--- config.mk ---
export PLATFORM = sky130hd
export DESIGN_NAME = wram_gate_top
export DESIGN_NICKNAME = d
export VERILOG_FILES = /design/src/rtl/wram_pkg.sv /design/src/rtl/wram_serial_loader.sv /design/src/rtl/wram_bank_regs.sv /design/src/rtl/wram_ram_gate.sv /design/src/rtl/wram_gate_top.sv
export SDC_FILE = /design/constraint.sdc
export NUM_CORES = 1
export LEC_CHECK = 0
export BUFFER_PORTS_ARGS = -buffer_cell sky130_fd_sc_hd__buf_2
export CAP_MARGIN = 20
export CORE_MARGIN = 2
export CORE_UTILIZATION = 38
export DETAILED_ROUTE_END_ITERATION = 10
export HOLD_SLACK_MARGIN = 0.12
export PLACE_DENSITY = 0.72
export SLEW_MARGIN = 20
export SYNTH_ARGS = -nofsm -noshare
export SYNTH_HDL_FRONTEND = slang
export SYNTH_SLANG_ARGS = --single-unit
--- constraint.sdc ---
create_clock -name clk -period 1.36 [get_ports clk]
set_input_delay 0.068 -clock clk [delete_from_list [all_inputs] [get_ports clk]]
set_output_delay 0.068 -clock clk [all_outputs]
set_load 0.05 [all_outputs]
--- src/rtl/wram_pkg.sv ---
package wram_pkg;

    localparam int REG_W        = 5;
    localparam int DIS_BIT      = 4;   // enable bit in each bank register
    localparam int CHR_MODE_BIT = 4;   // control: 1 = 4 KB character mode
    localparam int PRG_MODE_HI  = 3;
    localparam int PRG_MODE_LO  = 2;

    typedef enum logic [1:0] {
        SEL_CTRL = 2'd0,
        SEL_CHR0 = 2'd1,
        SEL_CHR1 = 2'd2,
        SEL_PRG  = 2'd3
    } reg_sel_e;

    typedef struct packed {
        logic [REG_W-1:0] ctrl;
        logic [REG_W-1:0] chr0;
        logic [REG_W-1:0] chr1;
        logic [REG_W-1:0] prg;
        logic             retired;
    } bank_state_t;

    function automatic logic in_ram_window(input logic [15:0] a);
        return a[15:13] == 3'b011;
    endfunction

    function automatic logic ram_blocked(input bank_state_t s);
        logic chr_block;
        logic prg_block;
        chr_block = s.chr0[DIS_BIT] | (s.ctrl[CHR_MODE_BIT] & s.chr1[DIS_BIT]);
        prg_block = ~s.retired & s.prg[DIS_BIT];
        return chr_block | prg_block;
    endfunction

endpackage

--- src/rtl/wram_serial_loader.sv ---
module wram_serial_loader
    import wram_pkg::*;
#(
    parameter int SHIFT_W = REG_W
) (
    input  logic               clk,
    input  logic               rst,
    input  logic               wr_evt,
    input  logic [7:0]         din,
    input  logic [1:0]         sel_in,
    output logic               commit,
    output reg_sel_e           commit_sel,
    output logic [SHIFT_W-1:0] commit_val,
    output logic               serial_reset
);
    localparam int CNT_W = $clog2(SHIFT_W + 1);
    localparam logic [CNT_W-1:0] LAST = CNT_W'(SHIFT_W - 1);

    logic [SHIFT_W-1:0] shreg;
    logic [CNT_W-1:0]   cnt;
    logic [SHIFT_W-1:0] next_val;

    assign next_val     = {din[0], shreg[SHIFT_W-1:1]};
    assign serial_reset = wr_evt & din[7];
    assign commit       = wr_evt & ~din[7] & (cnt == LAST);
    assign commit_sel   = reg_sel_e'(sel_in);
    assign commit_val   = next_val;

    always_ff @(posedge clk) begin
        if (rst || serial_reset || commit) begin
            shreg <= '0;
            cnt   <= '0;
        end else if (wr_evt) begin
            shreg <= next_val;
            cnt   <= cnt + 1'b1;
        end
    end

    p_cnt_bound_r6: assert property (@(posedge clk) disable iff (rst)
        cnt < CNT_W'(SHIFT_W));
    p_commit_restart_r6: assert property (@(posedge clk) disable iff (rst)
        commit |=> (cnt == '0));
    p_reset_discard_r5: assert property (@(posedge clk) disable iff (rst)
        serial_reset |=> (cnt == '0) && (shreg == '0));

endmodule

--- src/rtl/wram_bank_regs.sv ---
module wram_bank_regs
    import wram_pkg::*;
#(
    parameter bit INIT_CHR_4K = 1'b1
) (
    input  logic             clk,
    input  logic             rst,
    input  logic             commit,
    input  reg_sel_e         commit_sel,
    input  logic [REG_W-1:0] commit_val,
    input  logic             serial_reset,
    output bank_state_t      state
);
    bank_state_t st_q;

    always_ff @(posedge clk) begin
        if (rst) begin
            st_q                    <= '0;
            st_q.ctrl[CHR_MODE_BIT] <= INIT_CHR_4K;
            st_q.prg[DIS_BIT]       <= 1'b1;
        end else if (serial_reset) begin
            st_q.ctrl[PRG_MODE_HI:PRG_MODE_LO] <= 2'b11;
            st_q.retired                       <= 1'b1;
        end else if (commit) begin
            unique case (commit_sel)
                SEL_CTRL: st_q.ctrl <= commit_val;
                SEL_CHR0: st_q.chr0 <= commit_val;
                SEL_CHR1: st_q.chr1 <= commit_val;
                SEL_PRG:  st_q.prg  <= commit_val;
                default:  ;
            endcase
        end
    end

    assign state = st_q;

    p_retire_sticky_r4: assert property (@(posedge clk) disable iff (rst)
        st_q.retired |=> st_q.retired);
    p_mode_forced_r5: assert property (@(posedge clk) disable iff (rst)
        serial_reset |=> (st_q.ctrl[PRG_MODE_HI:PRG_MODE_LO] == 2'b11) && st_q.retired);
    p_retire_cause_r4: assert property (@(posedge clk) disable iff (rst)
        $rose(st_q.retired) |-> $past(serial_reset));

endmodule

--- src/rtl/wram_ram_gate.sv ---
module wram_ram_gate
    import wram_pkg::*;
(
    input  logic        clk,
    input  logic        rst,
    input  logic        m2,
    input  logic [15:0] cpu_addr,
    input  logic        cpu_rw,
    input  bank_state_t state,
    output logic        ram_ce_n,
    output logic        ram_we_n
);
    logic select;

    always_comb begin
        select   = m2 & in_ram_window(cpu_addr) & ~ram_blocked(state);
        ram_ce_n = ~select;
        ram_we_n = ram_ce_n | cpu_rw;
    end

    p_we_idle_r1: assert property (@(posedge clk) disable iff (rst)
        ram_ce_n |-> ram_we_n);
    p_we_follows_r2: assert property (@(posedge clk) disable iff (rst)
        !ram_ce_n |-> (ram_we_n == cpu_rw));
    p_ce_window_r3: assert property (@(posedge clk) disable iff (rst)
        !ram_ce_n |-> (m2 && cpu_addr[15:13] == 3'b011));
    p_chr0_block_r7: assert property (@(posedge clk) disable iff (rst)
        state.chr0[DIS_BIT] |-> ram_ce_n);

endmodule

--- src/rtl/wram_gate_top.sv ---
module wram_gate_top
    import wram_pkg::*;
#(
    parameter bit INIT_CHR_4K = 1'b1
) (
    input  logic        clk,
    input  logic        rst,
    input  logic [15:0] cpu_addr,
    input  logic [7:0]  cpu_data,
    input  logic        cpu_rw,
    input  logic        m2,
    output logic        ram_ce_n,
    output logic        ram_we_n
);
    logic             m2_q;
    logic             wr_evt;
    logic             commit;
    reg_sel_e         commit_sel;
    logic [REG_W-1:0] commit_val;
    logic             serial_reset;
    bank_state_t      state;

    always_ff @(posedge clk) begin
        if (rst) m2_q <= 1'b0;
        else     m2_q <= m2;
    end

    assign wr_evt = m2 & ~m2_q & ~cpu_rw & cpu_addr[15];

    wram_serial_loader #(.SHIFT_W(REG_W)) u_loader (
        .clk          (clk),
        .rst          (rst),
        .wr_evt       (wr_evt),
        .din          (cpu_data),
        .sel_in       (cpu_addr[14:13]),
        .commit       (commit),
        .commit_sel   (commit_sel),
        .commit_val   (commit_val),
        .serial_reset (serial_reset)
    );

    wram_bank_regs #(.INIT_CHR_4K(INIT_CHR_4K)) u_regs (
        .clk          (clk),
        .rst          (rst),
        .commit       (commit),
        .commit_sel   (commit_sel),
        .commit_val   (commit_val),
        .serial_reset (serial_reset),
        .state        (state)
    );

    wram_ram_gate u_gate (
        .clk      (clk),
        .rst      (rst),
        .m2       (m2),
        .cpu_addr (cpu_addr),
        .cpu_rw   (cpu_rw),
        .state    (state),
        .ram_ce_n (ram_ce_n),
        .ram_we_n (ram_we_n)
    );

endmodule

# Yosys cells after proc, flatten, opt, wreduce, memory -nomap -nowiden

Cells that the tools add are included.

Memory bits (writable): 0
Register bits: 28
Output and inout port bits: 2
Logic and storage cells: 41
Bits in read-only memories: 0
Memories kept: 0
Latch bits: 0

Magnitude comparators: 0
Div/mod/pow operators: 0
Reduce and logical (&&, ||, !) cells: 7
$add $sub $neg: 1
Multiplexer cells: 0
Bitwise operators: 20
Equal/unequal tests: 5
Shift operators: 0
$mul: 0

Operators by type and width:

| cell                                                             | number |
|---|---|
| 3-bit AND reduction                                              | 4 |
| 1-bit bitwise AND                                                | 10 |
| 1-bit NOT                                                        | 7 |
| 2-bit == test (second input constant)                            | 2 |
| 3-bit by 1-bit adder with 3-bit output (second input constant)   | 1 |
| 3-bit by 2-bit == test with 1-bit output (second input constant) | 1 |
| 3-bit == test (second input constant)                            | 1 |
| 1-bit bitwise OR                                                 | 3 |
| 2-bit by 1-bit == test with 1-bit output (second input constant) | 1 |
| 2-bit logical NOT                                                | 1 |
| 1-bit logical OR                                                 | 2 |

# Logic depth before layout (Yosys ltp)

Gate-level depths: netlist (run 1).

Word-level depth: 7
Depth in mapped cells: 5

# Cells and area by module

From an unflattened synthesis (run 1), not the netlist that was laid out.

Cells, all modules: 120
Area, all modules: 1,303.8 sq um

By module, submodules not included:

| module             | area each (sq um) | cells each | times used | sequential area each (sq um) |
|---|---|---|---|---|
| wram_bank_regs     | 814.5             | 76         | 1          | 420.4 |
| wram_serial_loader | 399.1             | 34         | 1          | 140.1 |
| wram_ram_gate      | 51.3              | 7          | 1          | 0.0 |
| wram_gate_top      | 38.8              | 3          | 1          | 20.0 |

# Worst setup path after synthesis (run 1)

OpenSTA, ideal clock, no wires.

Kind: reg-to-output
From: register u_regs.st_q, in the netlist u_regs.state[20]
To: output port ram_we_n
Slack: 69 ps
Cell stages (with the launch flop): 3
Buffers on the path: 0
Arrival time: 1,223 ps
Data required time: 1,292 ps
Cells stage by stage: dfxtp_1 a2111oi_2 nand4bb_1

Word-level cells in the longest chain between the ends: 7

Ends and longest elaborated chain:

| what               | RTL line             | source |
|---|---|---|
| start: declaration | wram_bank_regs.sv:14 | `bank_state_t st_q;` |
| 1-bit bitwise AND  | wram_pkg.sv:31       | `chr_block = s.chr0[DIS_BIT] \| (s.ctrl[CHR_MODE_BIT] & s.chr1[DIS_BIT]);` |
| 1-bit bitwise OR   | wram_pkg.sv:31       |  |
| 1-bit bitwise OR   | wram_pkg.sv:33       | `return chr_block \| prg_block;` |
| 1-bit NOT          | wram_ram_gate.sv:16  | `select = m2 & in_ram_window(cpu_addr) & ~ram_blocked(state);` |
| 1-bit bitwise AND  | wram_ram_gate.sv:16  |  |
| 1-bit NOT          | wram_ram_gate.sv:17  | `ram_ce_n = ~select;` |
| 1-bit bitwise OR   | wram_ram_gate.sv:18  | `ram_we_n = ram_ce_n \| cpu_rw;` |
| end: declaration   | wram_gate_top.sv:13  | `output logic ram_we_n` |

Every way passes these cells.

# Worst setup path in the final report (run 1)

From: register u_regs.st_q, in the netlist u_regs.state[10]
To: output port ram_we_n

The elaborated chain is that of the path after synthesis.

==> run summary, run 1 <==
Cell variety after synth: 23
CTS Sinks: 9
TritonCTS clock tree: yes
Layout area overhead: 39.21%
Clock tree buffer depth: 2
Row count: 13
Min-Delay Path Class: in -> reg
CTS root buf: clkbuf_4
Crit end category: output pin
Final Hold Viols: 0
DRT antenna net count: 0
Largest net degree at the start of global routing: 12
Initial DRC count: 15
First-pass GRT wire length: 1538 um
Vias per inst: 5.188
Seq cells post-synth: 9
Grt total ovfl: 0
Worst hold margin: 0.1545 ns
Setup Buffers After CTS: 0
Util after Layout: 55.33%
Fmax achieved: 739.8 MHz
Pwr/cell area: 774.0 nW/um^2
Syn. warnings: 0
Worst path required time: 1.29 ns
Outcome: completed
Tmin final: 1.352 ns
Pre-Repair DR Iteration Count: 3
Clk_lat worst skew: 0.26 ns
Pleak: 0.2483 nW
I/O pin total: 30
# diodes: 0
Cells after Synth: 52
Layout Nets: 101
Critical path type: reg -> out
Syn Area/Cell: 9.697 um^2
Gpl congestion: 0.7122
Startpoint types: flip-flop
CP Max Fanout: 2
Die Ht: 40.43 um
Multi-input gate area: 340.3 um^2
Vias in the first global route: 380
Peak VDD IR: 683.7 uV
Fillers: 113
Mapped Area: 504.2 um^2
Full die area: 1634 um^2
Max-cap violation count: 0
Die Span X: 40.43 um
FF+latch area: 181.4 um^2
Initial Util: 39.74%
Post-Route WL: 966 um
Syn nets: 82
DR WL/cell: 11.36 um
RSZ-0062 raised after global routing: true
Final setup violation count: 0
Final period util: 99.39%
Final Skew: 0.0004071 ns
CTS H-Tree Depth: 1
Slew HR: 81.79%
Post-layout worst setup margin: 0.008356 ns
Antenna violations before repair: 0
CTS Buf Count: 3
Via Count: 441
Final max-slew violation count: 0
DRC Markers: 0
Core box area: 1269 um^2
Pre-CTS WS: 0.05187 ns
Worst-Margin Slew: 0.2731 ns
Worst EP arrival: 1.28 ns
Sequential area share after synthesis: 35.73%
Number of port buffers: 10
GRT Total Usage: 15.30%
Layout cells sized above 1: 31.43%
Worst-path clk slew: 0.06 ns
[metal layers]
metal	global-route usage (%)	up-vias	routed length [um]	part of all wire (%)
met5	0	-	0	0
met4	5.000	0	0	0
met3	10.00	0	64	6.6
met2	24.21	9	460	48
met1	16.33	206	441	46
li1	-	226	-	-
[cell families after synthesis]
| family | after synthesis | synth area share (%) |
|---|---|---|
| AOI/OAI and AO/OA | 9 | 12.40 |
| DFF | 9 | 35.73 |
| buffers and inverters | 5 | 5.210 |
| muxes | 3 | 5.956 |
| and+or+nand+nor | 24 | 35.73 |
| adders and majority gates | 2 | 4.962 |
[path summary, 6_finish.rpt]
path | endpoint | cells past startpoint | startpoint | slack [ns]
setup / recovery | ram_we_n | 3 | u_regs.state[10] | 0.008
hold / removal | u_regs.state[15] | 3 | cpu_addr[14] | 0.15
setup reg to reg | u_regs.state[15] | 5 | u_loader.cnt[0] | 0.11
hold reg to reg | u_regs.state[5] | 2 | u_regs.state[5] | 0.47
[cell usage in the layout, fill, tap and decap left out]
cell type,Yosys,routed
buf_6,1,3
nand2_1,3,3
nand3b_1,1,1
nand3b_4,0,1
o32ai_1,1,1
nor3_1,1,1
dfxtp_2,0,1
nor4_4,0,1
buf_2,0,8
o21ai_1,1,1
nor2b_1,2,2
a2111oi_4,0,1
inv_1,3,3
ha_4,0,1
nand3_1,3,3
o41ai_1,1,1
ha_1,2,1
a21oi_1,5,5
dlygate4sd3_1,0,5
nand2b_1,3,3
mux2i_1,3,3
and4bb_2,1,1
nor2_1,4,4
nand4bb_1,2,2
nor4b_4,1,1
dfxtp_1,9,8
clkbuf_4,0,3
clkbuf_1,1,1
nor4_2,2,1
[critical path: stages (launching register included)]
cell	delay [ns]
dfxtp_2	0.34
a2111oi_4	0.36
nand4bb_1	0.15
buf_6	0.18
[through the flow]
step	total power, mW	TNS [ns]	instance area [um^2]	cells
after floorplan	0.3028	0	504.2	52
after global placement	0.3251	0	565.5	76
after detailed placement	0.3258	0	565.5	76
after CTS	0.5452	-0.005346	661.9	85
after global routing	0.5732	-0.1646	701.9	85
final	0.5433	0	701.9	85
[layout make-up]
class                      instances  share of cell area, %
tap                               15                  2.674
sequential                         9                  25.85
clock buffer                       4                  3.743
inverter                           3                  1.604
timing repair buffer              16                  17.65
multi-input combinational         38                  48.48
[synthesized netlist by cell type (all sizes together)]
library cell / number / area (um^2)
dfxtp: 9 / 180.2
a21oi: 5 / 25.02
nor2: 4 / 15.01
inv: 3 / 11.26
mux2i: 3 / 30.03
nand2: 3 / 11.26
nand2b: 3 / 18.77
nand3: 3 / 15.01
ha: 2 / 25.02
nand3b: 2 / 18.77
nand4bb: 2 / 22.52
nor2b: 2 / 12.51
nor4: 2 / 25.02
a2111oi: 1 / 15.01
and4bb: 1 / 12.51
buf: 1 / 11.26
clkbuf: 1 / 3.750
nor3: 1 / 5.000
nor4b: 1 / 23.77
o21ai: 1 / 5.000
o32ai: 1 / 8.760
o41ai: 1 / 8.760
[power breakdown]
| part | internal [mW] | leakage [nW] | switching (mW) |
|---|---|---|---|
| clock | 0.113 | 0.0150 | 0.0926 |
| combinational | 0.0347 | 0.160 | 0.0342 |
| sequential | 0.267 | 0.0735 | 0.00178 |
| total | 0.415 | 0.248 | 0.129 |
[flip-flops by register name (all words and copies together), names as in the netlist]
signal	count
m2_q	1
u_regs.state	5
u_loader.cnt	3
[timing repair]
| action | CTS | global route |
|---|---|---|
| pin swaps | 2 | 0 |
| cloned | 0 | 0 |
| hold buffers | 5 | 0 |
| endpoints found under the setup margin | 2 | 6 |
| gates resized for setup | 4 | 8 |
| endpoints found under the hold margin | 8 | 0 |
Note: power is estimated with default switching activity, not from simulation.
==> inputs of run 2 (changes only) <==
--- a/config.mk
+++ b/config.mk
@@ -5,13 +5,16 @@
 export SDC_FILE = /design/constraint.sdc
 export NUM_CORES = 1
 export LEC_CHECK = 0
+export ABC_AREA = 1
+export ABC_CLOCK_PERIOD_IN_PS = 1360
 export BUFFER_PORTS_ARGS = -buffer_cell sky130_fd_sc_hd__buf_2
 export CAP_MARGIN = 20
 export CORE_MARGIN = 2
 export CORE_UTILIZATION = 38
+export CTS_BUF_LIST = sky130_fd_sc_hd__clkbuf_8
 export DETAILED_ROUTE_END_ITERATION = 10
 export HOLD_SLACK_MARGIN = 0.12
-export PLACE_DENSITY = 0.72
+export PLACE_DENSITY = 0.71
 export SLEW_MARGIN = 20
 export SYNTH_ARGS = -nofsm -noshare
 export SYNTH_HDL_FRONTEND = slang
==> run 2 against run 1 <==
Compared with the run above: first-iteration DRC count down 27%; critical path type is now reg -> reg; wire length up 1.9%; die area up 1.3%; design area down 5.2%; critical endpoint is now u_loader.cnt[0]; clock-buffer cell count down 1; register-to-register slack better by 0.04 ns; via count up 15%.
==> run summary, run 2 <==
Outcome: completed (unchanged)
Worst-path clk slew: 0.05 ns (was 0.06 ns)
Worst EP arrival: 1.34 ns (was 1.28 ns)
CTS root buf: clkbuf_8 (was clkbuf_4)
CTS H-Tree Depth: 1 (unchanged)
CTS Sinks: 9 (unchanged)
Full die area: 1656 um^2 (was 1634 um^2)
Grt total ovfl: 0 (unchanged)
CP Max Fanout: 7 (was 2)
Final Hold Viols: 0 (unchanged)
Antenna violations before repair: 0 (unchanged)
Hold depth: 5 (was 3)
Layout area overhead: 30.07% (was 39.21%)
Cell variety after synth: 13 (was 23)
Async set-reset flop share out of synthesis: 0% (unchanged)
I/O pin total: 30 (unchanged)
Initial Util: 39.82% (was 39.74%)
Via Count: 506 (was 441)
R2r setup slk: 0.15 ns (was 0.11 ns)
Row count: 13 (unchanged)
Synth top cells by count: inv_1, nand2_1, nand3_1, nor2_1, dfxtp_1 (was dfxtp_1, a21oi_1, nor2_1)
First-pass GRT wire length: 1704 um (was 1538 um)
Pwr/cell area: 961.6 nW/um^2 (was 774.0 nW/um^2)
Cells after Synth: 81 (was 52)
Post-synth EDFFs: 0 (unchanged)
Syn nets: 111 (was 82)
Commonest non-fill, non-tap cell in the layout: inv_1
Peak VDD IR: 399.7 uV (was 683.7 uV)
GRT Total Usage: 16.53% (was 15.30%)
CP Cell Sequence: inv_1 > ha_1 > nand3_1 > nor2_4 > nor2_1 > nand2_1 > nor2_1 (was a2111oi_4 > nand4bb_1 > buf_6)
Clock tree buffer depth: 2 (unchanged)
Vias per inst: 4.439 (was 5.188)
Max incr delay on CP: 0.34 ns (was 0.36 ns)
Fmax achieved: 823.6 MHz (was 739.8 MHz)
Worst path required time: 1.49 ns (was 1.29 ns)
Largest net degree at the start of global routing: 8 (was 12)
DRC Markers: 0 (unchanged)
TritonCTS clock tree: yes (unchanged)
Slew HR: 83.50% (was 81.79%)
Startpoint types: flip-flop (unchanged)
Die Ht: 40.70 um (was 40.43 um)
Dpl hpwl: 755.6 um
# diodes: 0 (unchanged)
Vias in the first global route: 483 (was 380)
Max FFs per register: 5 (unchanged)
Layout cells sized above 1: 18.18% (was 31.43%)
Final period util: 89.28% (was 99.39%)
Yosys top cell by area: dfxtp_1 (unchanged)
Post-route setup TNS: 0 ns (unchanged)
Critical R2R Launch: u_loader.cnt[0] (unchanged)
Max-cap violation count: 0 (unchanged)
Yosys top cell area share: 35.21% (was 35.73%)
Die Span X: 40.70 um (was 40.43 um)
Sequential area share after synthesis: 35.21% (was 35.73%)
Syn. warnings: 0 (unchanged)
Seq cells post-synth: 9 (unchanged)
DRT antenna net count: 0 (unchanged)
Total Power: 0.6401 mW (was 0.5433 mW)
FF-to-FF End: u_loader.cnt[0] (was u_regs.state[15])
Min-Delay Path Class: in -> reg (unchanged)
DR WL/cell: 8.632 um (was 11.36 um)
Core box area: 1285 um^2 (was 1269 um^2)
CTS Buf Count: 3 (unchanged)
Crit end category: flip-flop (was output pin)
Primary FF master, synth: dfxtp_1 (unchanged)
Hold Startpoint: cpu_addr[14] (unchanged)
Layout Nets: 130 (was 101)
Initial DRC count: 11 (was 15)
Reg2reg path depth: 7 (was 5)
Most frequent cells in the layout: inv_1, nand2_1, nand3_1, nor2_1, buf_2 (was buf_2, dfxtp_1, a21oi_1, dlygate4sd3_1, nor2_1)
Syn Area/Cell: 6.318 um^2 (was 9.697 um^2)
Final Skew: 0.001074 ns (was 0.0004071 ns)
Worst path most repeated cell: nor2_1
Critical path type: reg -> reg (was reg -> out)
Worst-Margin Slew: 0.2492 ns (was 0.2731 ns)
Worst min-delay path endpoint: u_regs.state[20] (was u_regs.state[15])
Mapped Area: 511.7 um^2 (was 504.2 um^2)
Setup Buffers After CTS: 0 (unchanged)
Post-Route WL: 984 um (was 966 um)
Number of port buffers: 10 (unchanged)
Tmin final: 1.214 ns (was 1.352 ns)
Pleak: 0.3426 nW (was 0.2483 nW)
Final max-slew violation count: 0 (unchanged)
Critical path's slowest cell: dfxtp_1 (was a2111oi_4)
RSZ-0062 raised after global routing: false (was true)
Clk_lat worst skew: 0.23 ns (was 0.26 ns)
Gpl congestion: 0.7086 (was 0.7122)
Final setup violation count: 0 (unchanged)
Pre-Repair DR Iteration Count: 4 (was 3)
Synth area leaders: dfxtp_1, inv_1, nand2_1, nand3_1, nor2_1 (was dfxtp_1, mux2i_1, a21oi_1, ha_1, nor4_2)
-- run 2: changes by cell type after synthesis, sizes merged, moves of 3 or more --
cell / delta
mux2i: -3
nand2: +18
inv: +17
nand2b: -3
nor2: +9
a21oi: -3
nand3: +8
-- run 2: layout make-up --
| class | instances | area, um^2 |
|---|---|---|
| clock buffer | 3 | 41.29 |
| clock inverter | 1 | 3.754 |
| fill | 134 | 619.3 |
| inverter | 20 | 75.07 |
| multi-input combinational | 52 | 256.5 |
| sequential | 9 | 180.2 |
| tap | 15 | 18.77 |
| timing repair buffer | 14 | 90.09 |
-- run 2: power breakdown --
group	switching [mW]	internal (mW)
registers	0.00276	0.269
logic	0.0355	0.0281
clock network	0.108	0.197
total	0.146	0.494
-- run 2: worst max-delay path by stage --
stage	cells past startpoint	endpoint	startpoint	slack (ns)
after global placement	7	u_loader.cnt[1]	u_loader.cnt[0]	0.17
after CTS	7	u_loader.cnt[1]	u_loader.cnt[0]	0.13
final	7	u_loader.cnt[0]	u_loader.cnt[0]	0.15
after detailed placement	7	u_loader.cnt[1]	u_loader.cnt[0]	0.15
after floorplan	7	u_loader.cnt[0]	u_loader.cnt[0]	0.29
after global routing	7	u_regs.state[15]	u_loader.cnt[0]	0.05
-- run 2: through the flow --
step	worst slack (ns)	util (%)	instance area (um^2)	instances	hold slack, ns
final	0.1459	51.80	665.6	114	0.1926
after global routing	0.04594	51.80	665.6	114	0.2227
after CTS	0.1291	51.80	665.6	114	0.1923
after detailed placement	0.1543	45.18	580.6	106	0.2798
after global placement	0.1709	45.18	580.6	106	0.2793
after floorplan	0.2875	-	511.7	81	0.1371
-- run 2: critical path, delay by kind of cell (launching register included) --
family	cells	cell delay, ns
flip-flops	1	0.34
AND/OR/NAND/NOR	5	0.57
adder cells (fa/ha/maj)	1	0.14
buffers and inverters	1	0.07
-- run 2: cells by family (layout without fill, tap and decap cells) --
kind of cell | count (synthesis) | in the layout | share of synthesized area (%)
flip-flops | 9 | 9 | 35.21
buffers and inverters | 20 | 38 | 14.67
adder cells (fa/ha/maj) | 2 | 2 | 4.889
XOR/XNOR | 1 | 1 | 1.712
AO/OA/AOI/OAI | 3 | 3 | 2.933
AND/OR/NAND/NOR | 46 | 46 | 40.58
-- run 2: per-layer routing --
metal / vias to the layer above / GRT usage (%) / part of all wire, %
met1: 217 / 15.18 / 47
met4: 0 / 7.500 / 2.1
li1: 276 / - / -
met5: - / 0 / 0
met3: 5 / 8.152 / 5.0
met2: 8 / 30.16 / 46
-- run 2: what timing repair did --
item,CTS,global route
setup endpoints to repair,0,0
gates resized for setup,0,0
hold buffers,4,0
endpoints found under the hold margin,4,0
==> inputs of run 3 (changes only) <==
--- a/config.mk
+++ b/config.mk
@@ -14,6 +14,7 @@
 export CTS_BUF_LIST = sky130_fd_sc_hd__clkbuf_8
 export DETAILED_ROUTE_END_ITERATION = 10
 export HOLD_SLACK_MARGIN = 0.12
+export MAX_ROUTING_LAYER = met4
 export PLACE_DENSITY = 0.71
 export SLEW_MARGIN = 20
 export SYNTH_ARGS = -nofsm -noshare
==> run 3 against run 2 <==
Compared with the run above: design area unchanged; fmax down 0.15%; via count down 0.59%; clock skew about the same; sequential power about the same; sequential cell count unchanged; largest cell class unchanged; largest power group unchanged.
==> run summary, run 3 (same netlist as run 2, synthesis figures left out) <==
GRT Max-Usage Layer: met2 (unchanged)
Initial Util: 39.82% (unchanged)
Final period util: 89.41% (was 89.28%)
Global Route met2 Usage: 30.16% (unchanged)
Startpoint types: flip-flop (unchanged)
Max incr delay on CP: 0.34 ns (about the same)
Pleak: 0.3426 nW (unchanged)
Outcome: completed (unchanged)
Buffers plus inverters on the worst setup path: 1 (unchanged)
Pwr/cell area: 965.7 nW/um^2 (was 961.6 nW/um^2)
Fillers: 134 (unchanged)
CTS H-Tree Depth: 1 (unchanged)
Pre-Repair DR Iteration Count: 4 (unchanged)
Tmin final: 1.216 ns (was 1.214 ns)
Critical R2R Launch: u_loader.cnt[0] (unchanged)
Post-Route WL: 989 um (was 984 um)
Worst EP arrival: 1.34 ns (about the same)
Clk_lat worst skew: 0.23 ns (about the same)
Core box area: 1285 um^2 (unchanged)
Full die area: 1656 um^2 (unchanged)
Clock tree buffer depth: 2 (unchanged)
CP Max Fanout: 7 (unchanged)
Critical path's top delay family: simple AND/OR/NAND/NOR gates (unchanged)
Final max-slew violation count: 0 (unchanged)
Most frequent cells in the layout: inv_1, nand2_1, nand3_1, nor2_1, buf_2 (unchanged)
Commonest non-fill, non-tap cell in the layout: inv_1 (unchanged)
Worst hold margin: 0.1909 ns (was 0.1926 ns)
# diodes: 0 (unchanged)
Dpl hpwl: 755.6 um (unchanged)
Row count: 13 (unchanged)
Non-Filler Instances: 114 (unchanged)
Vias per inst: 4.412 (was 4.439)
Final setup violation count: 0 (unchanged)
Critical path type: reg -> reg (unchanged)
TritonCTS clock tree: yes (unchanged)
Crit end category: flip-flop (unchanged)
CTS resizes: 0 (unchanged)
Die Ht: 40.70 um (unchanged)
Max FFs per register: 5 (unchanged)
CTS root buf: clkbuf_8 (unchanged)
Min-Delay Path Class: in -> reg (unchanged)
Layout area overhead: 30.07% (unchanged)
Critical path's slowest cell: dfxtp_1 (unchanged)
Cts hold-fix bufs: 4 (unchanged)
I/O pin total: 30 (unchanged)
Die Span X: 40.70 um (unchanged)
Setup Buffers After CTS: 0 (unchanged)
Final Hold Viols: 0 (unchanged)
First-pass GRT wire length: 1704 um (unchanged)
GRT Total Usage: 17.00% (was 16.53%)
RSZ-0062 raised after global routing: false (unchanged)
CP Cell Sequence: inv_1 > ha_1 > nand3_1 > nor2_4 > nor2_1 > nand2_1 > nor2_1 (unchanged)
Util after Layout: 51.80% (unchanged)
Worst path most repeated cell: nor2_1 (unchanged)
Slew HR: 83.51% (was 83.50%)
DRT antenna net count: 0 (unchanged)
CTS Buf Count: 3 (unchanged)
Met3 Track Usage GR: 8.152% (unchanged)
Worst-path clk slew: 0.05 ns (about the same)
DRC Markers: 0 (unchanged)
Via Count: 503 (was 506)
Max-cap violation count: 0 (unchanged)
Number of port buffers: 10 (unchanged)
Worst-Margin Slew: 0.2491 ns (was 0.2492 ns)
Worst setup startpoint: u_loader.cnt[0] (unchanged)
Dpl cells: 106 (unchanged)
DR WL/cell: 8.675 um (was 8.632 um)
Gpl congestion: 0.7166 (was 0.7086)
Fmax achieved: 822.4 MHz (was 823.6 MHz)
Hold Startpoint: cpu_addr[14] (unchanged)
Antenna violations before repair: 0 (unchanged)
Initial DRC count: 9 (was 11)
Peak VDD IR: 399.7 uV (about the same)
Met1 GRT Util: 15.18% (unchanged)
Post-route setup TNS: 0 ns (unchanged)
Vias in the first global route: 475 (was 483)
Layout Nets: 130 (unchanged)
Layout cells sized above 1: 18.18% (unchanged)
Largest net degree at the start of global routing: 8 (unchanged)
Final Skew: 0.0007755 ns (was 0.001074 ns)
Worst path required time: 1.49 ns (about the same)
Grt total ovfl: 0 (unchanged)
CTS Sinks: 9 (unchanged)
[run 3: cell counts in the layout (fill, tap and decap cells not counted)]
No cell type changed its count.
[run 3: tightest hold or removal path, delay by kind of cell]
kind          cells  cell delay, ns
buf+inv           1            0.11
simple gates      4            0.21
[run 3: final timing paths]
check        depth (start not counted)               end  slack (ns)
max                                  7   u_loader.cnt[0]        0.14
min                                  5  u_regs.state[20]        0.19
max reg2reg                          7   u_loader.cnt[0]        0.14
min reg2reg                          2  u_regs.state[20]        0.46
[run 3: routing by layer]
metal,part of all wire (%),vias up
met5,0,-
met4,2.3,0
met3,3.9,4
met2,46,7
met1,48,216
li1,-,276
[run 3: report_power, final]
part           leakage [nW]  internal (mW)  switching, mW
combinational         0.243         0.0281         0.0355
clock                0.0269          0.197          0.111
sequential           0.0730          0.269        0.00276
total                 0.343          0.494          0.149
[run 3: final cells by class]
class                           count  area, um^2  share of cell area [%]
Clock inverter                      1       3.754                  0.5639
Inverter                           20       75.07                   11.28
Multi-Input combinational cell     52       256.5                   38.53
Clock buffer                        3       41.29                   6.203
Tap cell                           15       18.77                   2.820
Sequential cell                     9       180.2                   27.07
Timing Repair Buffer               14       90.09                   13.53
[run 3: stage by stage]
stage,setup WS [ns],instance area (um^2),power [mW]
2_1_floorplan,0.2875,511.7,0.3082
3_3_place_gp,0.1709,580.6,0.3297
3_5_place_dp,0.1543,580.6,0.3317
4_1_cts,0.1291,665.6,0.6494
5_1_grt,0.04594,665.6,0.6769
6_report,0.1441,665.6,0.6428
